`src/rtl/rtcps_pkg.sv`:
```
package rtcps_pkg;

   // Selects the factor targeted by a single register write access
   typedef enum logic {
      FLD_SYNC  = 1'b0,
      FLD_ASYNC = 1'b1
   } rtcps_fld_e;

endpackage

```
`src/rtl/rtcps_factor_reg.sv`:
```
module rtcps_factor_reg
   import rtcps_pkg::*;
#(
   parameter int REG_W = 32,
   parameter int A_W   = 7,
   parameter int S_W   = 15,
   parameter int A_LSB = 16,
   parameter int S_LSB = 0,
   parameter int A_RST = 127,
   parameter int S_RST = 255
) (
   input  logic             clk,
   input  logic             rst_n,
   input  logic             init_mode,
   input  logic             wr_en,
   input  logic             wr_sel,
   input  logic [REG_W-1:0] wr_data,
   output logic [A_W-1:0]   fac_a,
   output logic [S_W-1:0]   fac_s,
   output logic [REG_W-1:0] rd_data,
   output logic             wr_err
);

   localparam int A_MSB = A_LSB + A_W - 1;
   localparam int S_MSB = S_LSB + S_W - 1;

   // Elaboration-time parameter checks
   if (A_RST == 0) begin : g_chk_rst_zero
      $error("first-stage reset factor must be nonzero");
   end
   if (A_RST >= (1 << A_W) || S_RST >= (1 << S_W)) begin : g_chk_rst_fit
      $error("reset factor does not fit its field");
   end
   if (A_MSB >= REG_W || S_MSB >= REG_W) begin : g_chk_fit
      $error("field lies outside the register");
   end
   if (!(A_LSB > S_MSB || S_LSB > A_MSB)) begin : g_chk_overlap
      $error("factor fields overlap");
   end

   logic [REG_W-1:0] resv_bits;
   logic [A_W-1:0]   a_field;
   logic [S_W-1:0]   s_field;
   logic             sel_async;
   logic             accept;

   // Per-bit decode: field bits read back the factors, all others are reserved
   for (genvar i = 0; i < REG_W; i++) begin : g_bit
      if (i >= A_LSB && i <= A_MSB) begin : g_a
         assign rd_data[i]   = fac_a[i-A_LSB];
         assign resv_bits[i] = 1'b0;
      end else if (i >= S_LSB && i <= S_MSB) begin : g_s
         assign rd_data[i]   = fac_s[i-S_LSB];
         assign resv_bits[i] = 1'b0;
      end else begin : g_r
         assign rd_data[i]   = 1'b0;
         assign resv_bits[i] = wr_data[i];
      end
   end

   assign a_field   = wr_data[A_MSB:A_LSB];
   assign s_field   = wr_data[S_MSB:S_LSB];
   assign sel_async = (wr_sel == FLD_ASYNC);

   always_comb begin
      accept = wr_en && init_mode && (resv_bits == '0);
      if (sel_async && (a_field == '0)) begin
         accept = 1'b0;
      end
   end

   always_ff @(posedge clk or negedge rst_n) begin
      if (!rst_n) begin
         fac_a  <= A_W'(A_RST);
         fac_s  <= S_W'(S_RST);
         wr_err <= 1'b0;
      end else begin
         if (accept && sel_async) begin
            fac_a <= a_field;
         end
         if (accept && !sel_async) begin
            fac_s <= s_field;
         end
         wr_err <= wr_en && !accept;
      end
   end

   // a write outside initialization mode leaves the register alone and flags
   assert_locked_write_R4 : assert property (@(posedge clk) disable iff (!rst_n)
      (wr_en && !init_mode) |=> (wr_err && rd_data == $past(rd_data)));

   // the error flag only ever follows a write
   assert_err_cause_R4 : assert property (@(posedge clk) disable iff (!rst_n)
      wr_err |-> $past(wr_en));

   // the first-stage factor never holds zero
   assert_no_zero_a_R5 : assert property (@(posedge clk) disable iff (!rst_n)
      fac_a != '0);

   // a reserved-bit write leaves the register unchanged
   assert_resv_reject_R7 : assert property (@(posedge clk) disable iff (!rst_n)
      (wr_en && resv_bits != '0) |=> (wr_err && $stable(rd_data)));

endmodule

```
`src/rtl/rtcps_countdown.sv`:
```
module rtcps_countdown #(
   parameter int W       = 7,
   parameter int RST_VAL = 127
) (
   input  logic         clk,
   input  logic         rst_n,
   input  logic [W-1:0] reload_val,
   input  logic         load,
   input  logic         adv,
   output logic         pulse
);

   logic [W-1:0] cnt;
   logic         at_zero;

   assign at_zero = (cnt == '0);
   assign pulse   = adv && at_zero && !load;

   always_ff @(posedge clk or negedge rst_n) begin
      if (!rst_n) begin
         cnt <= W'(RST_VAL);
      end else if (load) begin
         cnt <= reload_val;
      end else if (adv) begin
         cnt <= at_zero ? reload_val : cnt - 1'b1;
      end
   end

   // outside a load, the count never exceeds the factor it restarted from
   assert_cnt_bound_R9 : assert property (@(posedge clk) disable iff (!rst_n)
      !load |-> (cnt <= reload_val));

   // a held counter produces no pulse
   assert_held_quiet_R8 : assert property (@(posedge clk) disable iff (!rst_n)
      load |-> !pulse);

endmodule

```
`src/rtl/rtc_tick_prescaler.sv`:
```
module rtc_tick_prescaler
   import rtcps_pkg::*;
#(
   parameter int REG_W = 32,
   parameter int A_W   = 7,
   parameter int S_W   = 15,
   parameter int A_LSB = 16,
   parameter int S_LSB = 0,
   parameter int A_RST = 127,
   parameter int S_RST = 255
) (
   input  logic             clk,
   input  logic             rst_n,
   input  logic             init_mode,
   input  logic             wr_en,
   input  logic             wr_sel,
   input  logic [REG_W-1:0] wr_data,
   output logic [REG_W-1:0] rd_data,
   output logic             wr_err,
   output logic             pre_tick,
   output logic             step_tick
);

   logic [A_W-1:0] fac_a;
   logic [S_W-1:0] fac_s;
   logic           init_q;
   logic           hold;

   rtcps_factor_reg #(
      .REG_W (REG_W),
      .A_W   (A_W),
      .S_W   (S_W),
      .A_LSB (A_LSB),
      .S_LSB (S_LSB),
      .A_RST (A_RST),
      .S_RST (S_RST)
   ) u_reg (
      .clk       (clk),
      .rst_n     (rst_n),
      .init_mode (init_mode),
      .wr_en     (wr_en),
      .wr_sel    (wr_sel),
      .wr_data   (wr_data),
      .fac_a     (fac_a),
      .fac_s     (fac_s),
      .rd_data   (rd_data),
      .wr_err    (wr_err)
   );

   // One extra hold cycle after init ends so a last-cycle write is picked up
   always_ff @(posedge clk or negedge rst_n) begin
      if (!rst_n) begin
         init_q <= 1'b0;
      end else begin
         init_q <= init_mode;
      end
   end

   assign hold = init_mode || init_q;

   rtcps_countdown #(
      .W       (A_W),
      .RST_VAL (A_RST)
   ) u_stage_a (
      .clk        (clk),
      .rst_n      (rst_n),
      .reload_val (fac_a),
      .load       (hold),
      .adv        (1'b1),
      .pulse      (pre_tick)
   );

   rtcps_countdown #(
      .W       (S_W),
      .RST_VAL (S_RST)
   ) u_stage_s (
      .clk        (clk),
      .rst_n      (rst_n),
      .reload_val (fac_s),
      .load       (hold),
      .adv        (pre_tick),
      .pulse      (step_tick)
   );

   // the output tick only coincides with a first-stage tick
   assert_step_on_pre_R3 : assert property (@(posedge clk) disable iff (!rst_n)
      step_tick |-> pre_tick);

   // first-stage tick lasts a single cycle (factor is never zero)
   assert_pre_single_R2 : assert property (@(posedge clk) disable iff (!rst_n)
      pre_tick |=> !pre_tick);

   // nothing leaves the block during initialization mode
   assert_quiet_init_R8 : assert property (@(posedge clk) disable iff (!rst_n)
      init_mode |-> (!pre_tick && !step_tick));

endmodule

```
`config.mk`:
```
export PLATFORM = sky130hd
export DESIGN_NAME = rtc_tick_prescaler
export DESIGN_NICKNAME = d
export VERILOG_FILES = /design/src/rtl/rtcps_pkg.sv /design/src/rtl/rtcps_factor_reg.sv /design/src/rtl/rtcps_countdown.sv /design/src/rtl/rtc_tick_prescaler.sv
export SDC_FILE = /design/constraint.sdc
export NUM_CORES = 1
export LEC_CHECK = 0
export BUFFER_PORTS_ARGS = -buffer_cell sky130_fd_sc_hd__buf_2
export CORE_MARGIN = 2
export CORE_UTILIZATION = 30
export DETAILED_ROUTE_END_ITERATION = 16
export GPL_TIMING_DRIVEN = 0
export HOLD_SLACK_MARGIN = 0.15
export PLACE_DENSITY = 0.63
export SYNTH_ARGS = -nofsm -noshare
export SYNTH_HDL_FRONTEND = slang
export SYNTH_HIERARCHICAL = 1
export SYNTH_SLANG_ARGS = --single-unit
```
`constraint.sdc`:
```
create_clock -name clk -period 2.9 [get_ports clk]
set_input_delay 0.87 -clock clk [delete_from_list [all_inputs] [get_ports clk]]
set_output_delay 0.87 -clock clk [all_outputs]
set_load 0.005 [all_outputs]
```
# [Yosys cells after proc, flatten, opt, wreduce, memory -nomap -nowiden]
# Index checks and enable logic that the tools add are counted.
[word_totals] reg_bits=46 in_bits=37 output_inout_bits=35
[op_classes] n_addsub=2 n_mux=6 reduce_logical=18
[ops] cell="$mux W15" count=3
[ops] cell="$logic_not A32 Y1" count=1
[ops] cell="$logic_not A15 Y1" count=1
[ops] cell="$sub A15 B1 Y15 const B" count=1
[ops] cell="$logic_not A7 Y1" count=2
[ops] cell="$mux W7" count=2
[ops] cell="$logic_and A1 B1 Y1" count=9
[ops] cell="$sub A7 B1 Y7 const B" count=1
[ops] cell="$logic_not A1 Y1" count=3
[ops] cell="$reduce_bool A2 Y1" count=1
[ops] cell="$logic_or A1 B1 Y1" count=1
[ops] cell="$mux W1" count=1

# [Depth between registers and ports, before layout]
[depth] word_depth=5 mapped_depth=10 mapped_depth_nobuf=9

# [By module]
# Netlist, hierarchy kept.
[by_module_without_submodules] module="rtcps_factor_reg" instances=1 cells_each=90 area_each_um2=1218.7 seq_area_each_um2=594.3
[by_module_without_submodules] module="rtcps_countdown at u_stage_s" instances=1 cells_each=122 area_each_um2=1124.8 seq_area_each_um2=385.4
[by_module_without_submodules] module="rtcps_countdown at u_stage_a" instances=1 cells_each=63 area_each_um2=523.0 seq_area_each_um2=183.9
[by_module_without_submodules] module="rtc_tick_prescaler" instances=1 cells_each=3 area_each_um2=35.0 seq_area_each_um2=25.0

# [Worst setup path after synthesis]
# No wires, ideal clock.
[synth_timing] path_kind="in2out" start="input init_mode" end="output step_tick" arrival_time_ns=2.057 path_slack_ns=-0.027 stages=7 n_path_buf=2 path_cell_list="or2_1 buf_2 inv_1 and3_1 clkbuf_1 nand2b_1 nor2_1"
[synth_between] elab_chain_len=5
[synth_rtl] item="start, declared" line="rtc_tick_prescaler.sv:14" rtl="input logic init_mode,"
[synth_rtl] item="$logic_or A1 B1 Y1" line="rtc_tick_prescaler.sv:59" rtl="assign hold = init_mode || init_q;"
[synth_rtl] item="$logic_not A1 Y1" line="rtcps_countdown.sv:17" rtl="assign pulse = adv && at_zero && !load;"
[synth_rtl] item="$logic_and A1 B1 Y1" line="rtcps_countdown.sv:17"
[synth_rtl] item="net pre_tick" line="rtc_tick_prescaler.sv:20" rtl="output logic pre_tick,"
[synth_rtl] item="$logic_and A1 B1 Y1 (2 in a row)" line="rtcps_countdown.sv:17"
[synth_rtl] item="end, declared" line="rtc_tick_prescaler.sv:21" rtl="output logic step_tick"
# The timed path passes the listed nets, and every way through them passes these cells.

# [Final worst setup path]
[layout_timing] start="register u_stage_a.cnt[1]" end="output step_tick"
[layout_between] elab_chain_len=4
[layout_rtl] item="start, declared" line="rtcps_countdown.sv:13" rtl="logic [W-1:0] cnt;"
[layout_rtl] item="start signal, assigned" line="rtcps_countdown.sv:21" rtl="cnt <= W'(RST_VAL);"
[layout_rtl] item="start signal, assigned" line="rtcps_countdown.sv:23" rtl="cnt <= reload_val;"
[layout_rtl] item="start signal, assigned" line="rtcps_countdown.sv:25" rtl="cnt <= at_zero ? reload_val : cnt - 1'b1;"
[layout_rtl] item="$logic_not A7 Y1" line="rtcps_countdown.sv:16" rtl="assign at_zero = (cnt == '0);"
[layout_rtl] item="$logic_and A1 B1 Y1 (3 in a row)" line="rtcps_countdown.sv:17"
# Every way passes these cells.

==> run summary <==
The die boundary height was 102 um. The number of hold buffers added after cts was 0; the number of filler cells placed in the layout was 904. The vias per cell is 4.85. After synthesis, the mean cell area works out to 10.4 um^2.

On the final layout, the worst hold slack is 483 ps. The setup path with the least slack is of type flop to output pin. The post-synthesis instance area came out at 0.00290 mm^2. The clock-pin slew of the registers on the worst-case setup and hold paths was 90 ps; the async set or reset register ratio after synthesis was 100%. For this design the ratio of total power to cell area is 455 mW/mm^2.

The logs give 0 for the hold violation total from the final report and 46 for the number of clock sinks. For this design the top-level I/O count stands at 72. Dividing the detail-routed wire length by the instance count gives 13.3 um.

The relative area change from synthesis to final layout was 26.8%. Width of the die: 102 um. Yosys mapped the design onto 65 distinct sky130hd cell types. Once the floorplan was initialized, standard cells occupied 31.1% of the core. VDD sags by at most 0.000187 V. Of the total power, the share spent switching nets is 27.6%. Biggest fanout along the worst timing path: 5. The logs give 0 for the reported max-cap violation count and 5 for the CTS buffer count. For the worst-skew pair, the clock arrives at the later sink with an insertion delay of 310 ps. Setup slack on the critical path of the routed design comes to 47.6 ps.

After detailed routing, the total wire length is 6580 um. The number of setup violations in the final report is 0. The wire length of the first global-routing pass is 10,900 um, and the via count of the first global-routing pass is 2,215.

The congestion estimate from routability-driven global placement came to 0.882. The number of buffer cells added on primary ports works out to 61. The clock power share was 36.1%.

Of the total power, combinational logic draws 21.7%. The clock passes through at most 2 buffers. Measured against its own limit, the worst slew margin works out to 32.4%. Static timing analysis puts the maximum clock frequency at 0.351 GHz.

Setup repair after global routing left no endpoint under its margin. The logs give 41.0% for the sequential share of the synthesized area and 11.5 ps for the worst setup skew after layout. Global routing consumed, over all layers together, 13.1% of the routing resources.

The run gives 47 as the pin count of the biggest net entering global routing. The run gives 0 as the count of pins over their slew limit. The fraction of layout instances using a drive strength above 1 was 51.8%.

The worst hold path belongs to the class flop to flop. Traced cell by cell, the critical path runs through inv_1, ha_4, nor3b_4, and2_4, and3_4, clkbuf_8, nand2b_4, nor2_2, buf_2. The clock root buffer is clkbuf_8. The number of enable-type register cells in the synthesized netlist was 0.

The total die area was 0.0105 mm^2; the level count of the clock H-tree was 2. The synthesized design contains 46 register bits. The delay contributed by the slowest stage of the critical path is 540 ps.

Once detailed placement completed, the half-perimeter wirelength came to 4640 um. For this run, the detailed router's first-pass iteration total came to 4. Cell with the most instances after synthesis: buf_4. The detailed router placed 2,405 vias in this run. After the first detailed-routing iteration, the DRC count stood at 191. The startpoint type of the worst setup path is a flop. Detailed-route DRC error count: 0. The flow ran to the end, and the final reports show no timing, DRC or antenna violations. The total overflow left after global routing is 0.

Summed over all nets, the switching power comes to 463 uW. Library cell with the largest summed area after synthesis: dfstp_2. The tools report the required time reported for the critical path endpoint as 2030 ps. The minimum clock period after layout is 2850 ps, and the floorplan core area is 0.00933 mm^2. The commonest cells after synthesis are buf_4, dfstp_2, nor2_1.

STA classifies the critical path endpoint as an output pin. The number of diodes added for antenna fixing was 0. For the worst slack at placement, the log shows -408 ps. The tools report the number of instances in the synthesized netlist as 278. The synthesized design devotes to its leading area cell type 27.2% of total area. For this run, the leading register cell type out of synthesis is dfstp_2. TritonCTS built the clock tree. The initial antenna violation count was 0. The tools report the share of power burned in registers as 42.2%. For the number of nets in the final layout, the log shows 407.

Total leakage power: 0.00172 uW. At the pin with the least slew margin, the transition time is 1010 ps. In this run the remaining antenna-violating nets after routing total 0. The Yosys step of the flow raised 6 warnings. By area the synthesized netlist is led by dfstp_2, dfrtp_1, buf_4, mux2_4, mux2_2. In this run the core area contains 35 standard-cell rows.

The post-route fraction of the period consumed by the critical path was 98.4%. Data arrives at the worst endpoint at 1980 ps. The cell internal power dissipation came out at 1210 uW. For this design, the slowest cell found on the critical path is dfstp_2.
==> cell usage in the layout, fill, tap and decap left out, types with 3 or more instances in the layout <==
master,n
nor3_1,6
o21ai_0,4
nor2_1,17
dfrtp_1,16
nand3_1,6
nand3b_1,3
ha_1,3
nand2_1,17
mux2i_1,5
nor4_1,5
clkbuf_8,7
mux2_2,11
nor2b_1,3
a31oi_1,3
o22ai_1,4
mux2_4,10
buf_4,41
buf_2,62
a211oi_1,4
buf_6,4
a21oi_1,10
dfstp_2,30
inv_1,11
conb_1,14
o221ai_1,3
nor4b_1,4
nand4_1,5
==> sequential cells by signal, summed over array words and instances, names as in the netlist <==
signal,flops
u_reg/fac_a,7
u_stage_s/cnt,15
u_reg/wr_err,1
u_reg/fac_s,15
init_q,1
u_stage_a/cnt,7
==> path summary, 6_finish.rpt <==
check	start	endpoint	slack, ps	depth (start not counted)
min in group asynchronous	rst_n	u_reg/fac_s[8]	720	1
worst min-delay path	u_reg/fac_a[5]	u_stage_a/cnt[5]	480	2
worst max-delay path	u_stage_a/cnt[1]	step_tick	50	9
worst max register to register	u_stage_a/cnt[1]	u_stage_s/cnt[9]	250	10
worst min register to register	u_reg/fac_a[5]	u_stage_a/cnt[5]	480	2
max in group asynchronous	rst_n	u_reg/fac_s[14]	1540	1
==> power by group through the flow <==
stage / logic [uW] / clock network [uW] / registers [uW]
after floorplan: 229 / 0 / 711
after global placement: 316 / 0 / 717
after detailed placement: 319 / 0 / 717
after CTS: 350 / 617 / 706
after global routing: 400 / 643 / 711
final: 363 / 605 / 707
==> metal layers <==
layer	part of all wire [%]	vias up	track usage (%)
met5	0	-	0
met4	1.3	0	3.59
met3	6.0	9	2.87
met2	47	92	20.6
met1	46	1148	18.3
li1	-	1156	-
==> repair_timing <==
| item | CTS | global route |
|---|---|---|
| setup buffers | 8 | 1 |
| setup endpoints to repair | 2 | 1 |
| hold endpoints to repair | 0 | 0 |
| gates cloned | 0 | 0 |
| pin swaps | 3 | 4 |
| resized for setup | 14 | 2 |
==> kinds of logic (layout without fill, tap and decap cells) <==
logic type | after synthesis | count (layout) | synth area share [%]
simple gates | 92 | 92 | 19.9
buf+inv | 55 | 132 | 12.1
compound gates | 52 | 52 | 13.5
flops | 46 | 46 | 41.0
mux | 27 | 27 | 11.6
fa+ha+maj | 4 | 4 | 1.72
other cells | 2 | 14 | 0.259
==> through the flow <==
step	instances	area, um^2	power [uW]	util, %	TNS (ps)
after CTS	495	3660	1670	39.3	0
after global placement	480	3410	1030	36.6	-742
after floorplan	290	2950	940	-	0
final	496	3680	1680	39.5	0
after detailed placement	480	3410	1040	36.6	-623
after global routing	496	3680	1750	39.5	0
==> worst max-delay path, delay by kind of cell (launching register included) <==
family / cells / cell delay (ps)
and+or+nand+nor: 5 / 610
DFF: 1 / 540
buffers and inverters: 3 / 350
adders and majority gates: 1 / 180
==> final cells by class <==
cell class | count | area (um^2) | area share, %
Buffer | 41 | 315 | 8.57
Clock buffer | 6 | 82.6 | 2.24
Clock inverter | 2 | 60.1 | 1.63
Inverter | 13 | 48.8 | 1.33
Multi-Input combinational cell | 189 | 1450 | 39.4
Sequential cell | 46 | 1190 | 32.3
Tap cell | 129 | 161 | 4.39
Timing Repair Buffer | 70 | 373 | 10.1
Note: power is estimated with default switching activity, not from simulation.
